`src/rtl/spi_pack_pkg.sv`:
```
package spi_pack_pkg;

  typedef enum logic [1:0] {
    HW_8   = 2'd0,
    HW_16  = 2'd1,
    HW_32  = 2'd2,
    HW_32X = 2'd3
  } host_w_e;

  function automatic int unsigned host_bits(input host_w_e m);
    case (m)
      HW_8:    return 8;
      HW_16:   return 16;
      default: return 32;
    endcase
  endfunction

endpackage

```
`src/rtl/spi_in_sync.sv`:
```
module spi_in_sync #(
  parameter int unsigned N      = 3,
  parameter int unsigned STAGES = 2,
  parameter logic [N-1:0] RST_VAL = '0
) (
  input  logic         clk,
  input  logic         rst,
  input  logic [N-1:0] async_in,
  output logic [N-1:0] sync_out
);

  genvar g;
  generate
    for (g = 0; g < N; g++) begin : g_line
      logic [STAGES-1:0] chain;
      always_ff @(posedge clk) begin
        if (rst) chain <= {STAGES{RST_VAL[g]}};
        else     chain <= {chain[STAGES-2:0], async_in[g]};
      end
      assign sync_out[g] = chain[STAGES-1];
    end
  endgenerate

endmodule

```
`src/rtl/spi_host_shifter.sv`:
```
module spi_host_shifter
  import spi_pack_pkg::*;
#(
  parameter int unsigned WORD_W = 32,
  localparam int unsigned CNT_W = $clog2(WORD_W)
) (
  input  logic              clk,
  input  logic              rst,
  input  logic              sclk_s,
  input  logic              mosi_s,
  input  logic              cs_act,
  input  host_w_e           mode,
  output logic              hw_valid,
  output logic [WORD_W-1:0] hw_data
);

  logic              sclk_d;
  logic              rise;
  logic [CNT_W-1:0]  cnt;
  logic [CNT_W-1:0]  limit;
  logic [WORD_W-1:0] sh;
  logic [WORD_W-1:0] sh_next;

  always_ff @(posedge clk) begin
    if (rst) sclk_d <= 1'b0;
    else     sclk_d <= sclk_s;
  end

  assign rise    = sclk_s & ~sclk_d;
  assign limit   = CNT_W'(host_bits(mode) - 1);
  assign sh_next = {sh[WORD_W-2:0], mosi_s};

  always_ff @(posedge clk) begin
    if (rst || !cs_act) begin
      cnt      <= '0;
      sh       <= '0;
      hw_valid <= 1'b0;
      if (rst) hw_data <= '0;
    end else begin
      hw_valid <= 1'b0;
      if (rise) begin
        if (cnt == limit) begin
          cnt      <= '0;
          sh       <= '0;
          hw_valid <= 1'b1;
          hw_data  <= sh_next;
        end else begin
          cnt <= cnt + 1'b1;
          sh  <= sh_next;
        end
      end
    end
  end

  // the bit counter never passes the end of a host word
  a_r5_cnt_in_range: assert property (@(posedge clk) disable iff (rst)
    cnt <= limit);

  // an idle select leaves no bit count and no host word behind
  a_r7_shift_idle_clear: assert property (@(posedge clk) disable iff (rst)
    !cs_act |=> (cnt == '0 && !hw_valid));

endmodule

```
`src/rtl/spi_lsw_packer.sv`:
```
module spi_lsw_packer
  import spi_pack_pkg::*;
#(
  parameter int unsigned WORD_W = 32,
  localparam int unsigned SLOT_W = $clog2(WORD_W / 8),
  localparam int unsigned SH_W   = $clog2(WORD_W)
) (
  input  logic              clk,
  input  logic              rst,
  input  logic              cs_act,
  input  host_w_e           mode,
  input  logic              hw_valid,
  input  logic [WORD_W-1:0] hw_data,
  output logic              word_valid,
  output logic [WORD_W-1:0] word_data
);

  logic [SLOT_W-1:0] slot;
  logic [SLOT_W-1:0] last_slot;
  logic [SH_W-1:0]   lane_sh;
  logic [WORD_W-1:0] acc;
  logic [WORD_W-1:0] merged;

  always_comb begin
    case (mode)
      HW_8: begin
        last_slot = SLOT_W'(WORD_W / 8 - 1);
        lane_sh   = SH_W'({slot, 3'b000});
      end
      HW_16: begin
        last_slot = SLOT_W'(WORD_W / 16 - 1);
        lane_sh   = SH_W'({slot[0], 4'b0000});
      end
      default: begin
        last_slot = '0;
        lane_sh   = '0;
      end
    endcase
  end

  assign merged = acc | (hw_data << lane_sh);

  always_ff @(posedge clk) begin
    if (rst) begin
      slot       <= '0;
      acc        <= '0;
      word_valid <= 1'b0;
      word_data  <= '0;
    end else begin
      word_valid <= 1'b0;
      if (!cs_act) begin
        slot <= '0;
        acc  <= '0;
      end else if (hw_valid) begin
        if (slot == last_slot) begin
          slot       <= '0;
          acc        <= '0;
          word_valid <= 1'b1;
          word_data  <= merged;
        end else begin
          slot <= slot + 1'b1;
          acc  <= merged;
        end
      end
    end
  end

  // a strobe never lasts two cycles
  a_r6_valid_pulse: assert property (@(posedge clk) disable iff (rst)
    word_valid |=> !word_valid);

  // an idle select restarts packing at slot 0
  a_r7_slot_idle: assert property (@(posedge clk) disable iff (rst)
    !cs_act |=> slot == '0);

  // data holds between strobes
  a_r9_data_hold: assert property (@(posedge clk) disable iff (rst)
    !word_valid |-> $stable(word_data));

  // the last host word of a group yields a strobe next cycle
  a_r5_group_strobe: assert property (@(posedge clk) disable iff (rst)
    (cs_act && hw_valid && slot == last_slot) |=> word_valid);

endmodule

```
`src/rtl/spi_boot_packer.sv`:
```
module spi_boot_packer
  import spi_pack_pkg::*;
#(
  parameter int unsigned WORD_W    = 32,
  parameter int unsigned SYNC_DEPTH = 2
) (
  input  logic              clk,
  input  logic              rst,
  input  logic              spi_sclk,
  input  logic              spi_mosi,
  input  logic              spi_cs_n,
  input  logic [1:0]        host_width,
  output logic              word_valid,
  output logic [WORD_W-1:0] word_data
);

  logic [2:0]        pins_s;
  logic              sclk_s;
  logic              mosi_s;
  logic              cs_act;
  host_w_e           mode_q;
  logic              hw_valid;
  logic [WORD_W-1:0] hw_data;

  spi_in_sync #(
    .N       (3),
    .STAGES  (SYNC_DEPTH),
    .RST_VAL (3'b100)
  ) u_sync (
    .clk      (clk),
    .rst      (rst),
    .async_in ({spi_cs_n, spi_mosi, spi_sclk}),
    .sync_out (pins_s)
  );

  assign sclk_s = pins_s[0];
  assign mosi_s = pins_s[1];
  assign cs_act = ~pins_s[2];

  always_ff @(posedge clk) begin
    if (rst)          mode_q <= HW_32;
    else if (!cs_act) mode_q <= host_w_e'(host_width);
  end

  // the width in use is frozen while a frame is active
  a_r8_mode_frozen: assert property (@(posedge clk) disable iff (rst)
    cs_act |=> $stable(mode_q));

  spi_host_shifter #(.WORD_W(WORD_W)) u_shift (
    .clk      (clk),
    .rst      (rst),
    .sclk_s   (sclk_s),
    .mosi_s   (mosi_s),
    .cs_act   (cs_act),
    .mode     (mode_q),
    .hw_valid (hw_valid),
    .hw_data  (hw_data)
  );

  spi_lsw_packer #(.WORD_W(WORD_W)) u_pack (
    .clk        (clk),
    .rst        (rst),
    .cs_act     (cs_act),
    .mode       (mode_q),
    .hw_valid   (hw_valid),
    .hw_data    (hw_data),
    .word_valid (word_valid),
    .word_data  (word_data)
  );

endmodule

```
`config.mk`:
```
export PLATFORM = sky130hd
export DESIGN_NAME = spi_boot_packer
export DESIGN_NICKNAME = d
export VERILOG_FILES = /design/src/rtl/spi_pack_pkg.sv /design/src/rtl/spi_in_sync.sv /design/src/rtl/spi_host_shifter.sv /design/src/rtl/spi_lsw_packer.sv /design/src/rtl/spi_boot_packer.sv
export SDC_FILE = /design/constraint.sdc
export NUM_CORES = 1
export LEC_CHECK = 0
export BUFFER_PORTS_ARGS = -buffer_cell sky130_fd_sc_hd__buf_2
export CAP_MARGIN = 20
export CORE_MARGIN = 3
export CORE_UTILIZATION = 30
export CTS_CLUSTER_DIAMETER = 40
export DETAILED_ROUTE_END_ITERATION = 6
export PLACE_DENSITY_LB_ADDON = 0.2
export REMOVE_ABC_BUFFERS = 1
export SLEW_MARGIN = 10
export SYNTH_ARGS = -nofsm -noshare
export SYNTH_HDL_FRONTEND = slang
export SYNTH_HIERARCHICAL = 1
export SYNTH_SLANG_ARGS = --single-unit
```
`constraint.sdc`:
```
create_clock -name clk -period 5.8 [get_ports clk]
set_input_delay 1.16 -clock clk [delete_from_list [all_inputs] [get_ports clk]]
set_output_delay 1.16 -clock clk [all_outputs]
set_load 0.005 [all_outputs]
```
Yosys cells after proc, flatten, opt, wreduce, memory -nomap -nowiden:

Index checks and enable logic that the tools add are counted.

* word-level logic and storage cells: 49
* output and inout port bits: 33
* bits in registers: 145
* input port bits: 7

* equality and inequality tests: 4
* reduce and logical (&&, ||, !) cells: 9
* muxes and demuxes: 13
* shift-type cells: 1
* add/sub/neg operators: 3
* bitwise operators: 6

Operators by type and width (number)
* $mux 32: 5
* $or 32x32->32: 1
* $shl 32x5->32: 1
* $mux 31: 1
* $pmux 5 s2: 2
* $reduce_and 3->1: 2
* $add 5x1->5 const B: 1
* $eq 5x5->1: 1
* $mux 5: 1
* $sub 5x1->5 const B: 1
* $not 1->1: 4
* $pmux 2 s2: 1
* $reduce_bool 2->1: 2
* $reduce_or 2->1: 2
* $reduce_or 3->1: 1
* $add 2x1->2 const B: 1
* $eq 2x1->1 const B: 1
* $eq 2x2->1: 1
* $logic_not 2->1: 1
* $mux 1: 2
* $mux 2: 1
* $ne 2x2->1 const B: 1
* $and 1x1->1: 1
* $logic_or 1x1->1: 1

Longest topological paths before layout:

* word-level depth: 7
* gate-level depth with buffers: 8
* gate-level depth less buffers: 4

By module:

Netlist, hierarchy kept.

By module, submodules not included
* spi_lsw_packer: area each 3134.3 µm², times used 1, seq. area each 1341.3 µm², cells an instance 334
* spi_host_shifter: area each 2688.8 µm², times used 1, seq. area each 1721.7 µm², cells an instance 208
* spi_in_sync: area each 180.2 µm², times used 1, seq. area each 120.1 µm², cells an instance 15
* spi_boot_packer: area each 72.6 µm², times used 1, seq. area each 40.0 µm², cells an instance 7

Least setup slack after synthesis:

OpenSTA, ideal clock, no wires.

* path type: register -> register
* start point: register mode_q[1]
* end point: register u_shift.hw_data[0], enable pin
* period minus slack after synthesis: 2.313 ns
* arrival: 1.925 ns
* path buffers: 0
* cell stages (with the launch flop): 4
* slack: 3.487 ns
* required time: 5.412 ns
* setup time: 0.388 ns
* path through: dfxtp_1 or4bb_1 a31oi_4 a21o_1

* word-level cells in the longest chain between the ends: 6
* elaborated cells between the ends (all ways): 7
* those cells by class: add/sub (1); eq/ne (2); mux (1); reduce/logical (3)

Ends and longest elaborated chain
* start: declaration: line spi_boot_packer.sv:21 `host_w_e mode_q;`
* start signal: assignment: line spi_boot_packer.sv:42 `else if (!cs_act) mode_q <= host_w_e'(host_width);`
* $eq 2x1->1 or $logic_not 2->1 (tied branches): line spi_pack_pkg.sv:11 `case (m)`
* $pmux 5 s2 (*): line spi_pack_pkg.sv:11
* $sub 5x1->5 (*): line spi_host_shifter.sv:30 `assign limit = CNT_W'(host_bits(mode) - 1);`
* $eq 5x5->1 (*): line spi_host_shifter.sv:42 `if (cnt == limit) begin`
* $reduce_bool 2->1 (no source line) (*)
* $reduce_and 3->1 (no source line) (*)
* end signal: assignment: line spi_host_shifter.sv:46 `hw_data <= sh_next;`
* end: declaration: line spi_host_shifter.sv:14 `output logic [WORD_W-1:0] hw_data`

Every way passes the cells marked *; elsewhere a longest branch is shown, timed or not.
A chain may end at the register's enable or synchronous reset.

Final worst setup path:

* start point: register mode_q[0]
* end point: register u_shift.hw_data[31], enable pin

Same word-level chain as after synthesis.

==> flow_summary.toml <==
[floorplanning]
core_area_sq_um = 19700
die_h_um = 148
io_pins = 40
std_cell_rows = 51
initial_core_util = 0.309
dieArea_sq_um = 22000
die_w_um = 148

[place]
numPortBuffers = 39
place_congestion = 0.790
hpwl_mm = 9.88
pre_cts_slack_ns = 2.08

[timing]
fin_crit_sh = 0.578
fmax_mhz = 298
grt_setup_unrepaired = "no"
drv_slew = 0
finalHoldViolations = 0
hold_ws_ns = 0.401
min_period_ns = 3.35
fin_ws_ns = 2.45
tightestPinTransition_ns = 1.10
max_slew_margin = 0.264
setup_viol = 0
finClkSkew_ns = 0.00662
fin_setup_tns_ns = 0

[route]
wirelength_mm = 14.4
via_per_inst = 4.99
routedWlPerCell_um = 16.7
first_pass_iters = 4
antenna_left = 0
num_vias = 4309
drc = 0
drtIter0Drc = 299

[yosys]
avgSynthCellArea_sq_um = 10.8
yosysUniqueCellTypes = 58
ys_seq_area_frac = 0.530
synth_edf_count = 32
synth_warnings = 6
async_flop_share = 0
syn_inst = 564
netlist_area_sq_um = 6080
ys.flop_type = "dfxtp_1"
ys_ff_latch = 145

[layout]
area_growth_pct = 15.2
filler_cell_count = 2044
antenna_cells = 0
drive_gt1_frac = 0.166
nets = 593

[min_path]
min_path_type = "flip-flop to flip-flop"
hold_end = "u_sync/g_line[2].chain[1]$_SDFF_PP1_"
holdPathStages = 1
hp-start = "u_sync/g_line[2].chain[0]$_SDFF_PP1_"

[power]
combPwrFrac = 0.026
swShare = 0.217
power.switching_mw = 0.479
peakVddDrop_mv = 0.159
intPower_mw = 1.72
clkPwrFrac = 0.489
power_frac_seq = 0.485
power_density_nw_per_um2 = 315
power.leakage_nw = 2.66
p_total_mw = 2.20

[worst_setup_path]
reg2reg_from = "mode_q[0]$_SDFFE_PP0P_"
cp.arrival_ns = 3.40
r2r_slack_ns = 2.45
start_kind = "flip-flop"
worstPathMaxFanout = 34
worstPathRequired_ns = 5.84
startpoint = "mode_q[0]$_SDFFE_PP0P_"
critical_path_class = "flip-flop to flip-flop"
reg2reg_depth = 3
timing.rr.end = "u_shift/hw_data[31]$_SDFFCE_PP0P_"
end_kind = "flip-flop"

[clock_tree]
cts_made_buffers = 17
cts_hold_buf = 0
clk_latency_ns = 0.41
path_clk_slew_ns = 0.06
cts_sinks = 145
clockBufferDepth = 2
cts_tree = "yes"
cts_setup_buffers = 0
htree_levels = 4
cts_root_buf = "clkbuf_16"
post_cts_resized = 0

[grt]
grt_usage = 0.134
grt_pass1_wl_mm = 22.8
grt_pass1_vias = 4068
grt.overflow.total = 0
grt_max_degree = 37
antenna_found_initial = 0

[status]
status = "finished, final reports clean"

[job]
cap_violations = 0
-- flip-flops by register name (all words and copies together) (netlist names) --
name and cells:
u_pack/acc 32, u_pack/word_data 32, u_shift/hw_data 32, u_shift/sh 31
u_sync/g_line.chain 6, u_shift/cnt 5, mode_q 2, u_pack/slot 2
u_pack/word_valid 1, u_shift/hw_valid 1, u_shift/sclk_d 1
-- power by group through the flow --
stage | clock network, mW | logic, mW | registers [mW]
after floorplan | 0 | 0.0417 | 1.08
after global placement | 0 | 0.0573 | 1.09
after detailed placement | 0 | 0.0583 | 1.09
after CTS | 1.11 | 0.0586 | 1.07
after global routing | 1.15 | 0.0639 | 1.07
final | 1.08 | 0.0581 | 1.07
-- routing by layer --
layer  track usage  up-vias  share of wire
met5             0        -              0
met4        0.0508        0          0.017
met3        0.0308       15          0.049
met2         0.196      125           0.43
met1         0.193     2042           0.50
li1              -     2127              -
-- kinds of logic after synthesis --
logic type | Yosys count | synth area share
xor+xnor | 3 | 0.00433
fa+ha+maj | 1 | 0.00206
buf+inv | 57 | 0.0502
flops | 145 | 0.530
simple gates | 167 | 0.161
mux | 52 | 0.0875
compound gates | 139 | 0.164
-- synth_stat cells (all sizes together) (3+ instances only) --
cell,count,area (sq um)
inv,13,48.8
a2bb2oi,6,52.6
or2,3,18.8
mux2,9,101
a221o,8,80.1
a31oi,26,178
nor2,37,139
edfxtp,32,961
o221ai,6,52.6
buf,33,215
o22a,8,70.1
o21ai,25,129
clkbuf,11,41.3
a22o,8,70.1
a211oi,10,75.1
a21o,9,67.6
mux2i,43,430
nor3,44,248
and2,33,206
a21oi,21,109
nand2,3,11.3
nor2b,18,113
o22ai,6,37.5
nand3,4,20.0
dfxtp,113,2260
nand2b,3,18.8
nor4b,8,76.3
-- worst max-delay path by stage --
| stage | to | slack (ns) | cells past startpoint |
|---|---|---|---|
| 2_1_floorplan | u_shift/hw_data[0]$_SDFFCE_PP0P_ | 2.84 | 3 |
| 3_3_place_gp | u_shift/hw_data[29]$_SDFFCE_PP0P_ | 2.28 | 3 |
| 3_5_place_dp | u_shift/hw_data[28]$_SDFFCE_PP0P_ | 2.08 | 3 |
| 4_1_cts | u_shift/hw_data[28]$_SDFFCE_PP0P_ | 2.08 | 3 |
| 5_1_grt | u_shift/hw_data[29]$_SDFFCE_PP0P_ | 2.31 | 3 |
| 6_report | u_shift/hw_data[31]$_SDFFCE_PP0P_ | 2.45 | 3 |
-- area by class of cell --
class                   instances  area (sq um)  share of cell area
flip-flops and latches        145          3220               0.461
multi-input cells             362          2550               0.365
clock buffers                  20           457              0.0653
well taps                     265           332              0.0474
repair buffers                 46           255              0.0365
clock inverters                12           131              0.0188
inverters                      13          48.8             0.00697
-- critical path, stage by stage, from the launching register on --
cell and delay (ns):
dfxtp_1 0.82, or4bb_1 0.63, a31oi_4 0.76, a21o_2 0.73
-- cell usage in the layout (no fill, tap or decap), types with 2 or more instances in the layout --
| cell | Yosys | layout |
|---|---|---|
| a211oi_1 | 10 | 10 |
| nand2_1 | 3 | 3 |
| edfxtp_1 | 32 | 32 |
| mux2_2 | 9 | 9 |
| nand2b_1 | 3 | 2 |
| o21ai_0 | 23 | 23 |
| nor4b_1 | 7 | 7 |
| nor3_1 | 41 | 41 |
| o22a_1 | 8 | 8 |
| a21oi_1 | 20 | 20 |
| inv_1 | 13 | 13 |
| clkbuf_16 | 0 | 17 |
| mux2i_1 | 43 | 43 |
| nand3b_1 | 2 | 2 |
| and4bb_2 | 2 | 2 |
| xor2_1 | 2 | 2 |
| and2_1 | 33 | 33 |
| clkinv_1 | 0 | 2 |
| inv_6 | 0 | 3 |
| nor3_4 | 2 | 2 |
| clkbuf_8 | 0 | 2 |
| buf_2 | 16 | 39 |
| bufinv_16 | 0 | 2 |
| a2bb2oi_1 | 6 | 6 |
| o22ai_1 | 6 | 6 |
| a22o_1 | 8 | 8 |
| a221o_1 | 8 | 8 |
| a31oi_1 | 25 | 25 |
| a21o_1 | 9 | 8 |
| or2_1 | 3 | 3 |
| dfxtp_1 | 113 | 113 |
| nand3_1 | 4 | 4 |
| nor2_1 | 37 | 37 |
| nor2b_1 | 18 | 18 |
| buf_4 | 9 | 6 |
| o221ai_1 | 6 | 6 |
| clkinvlp_4 | 0 | 5 |
-- metrics by stage --
stage | utilization | cells | instance area, sq um
floorplan | - | 520 | 5820
global placement | 0.325 | 830 | 6390
detailed placement | 0.325 | 830 | 6390
CTS | 0.355 | 862 | 6980
global route | 0.356 | 863 | 7000
finish | 0.356 | 863 | 7000
Note: power is estimated with default switching activity, not from simulation.
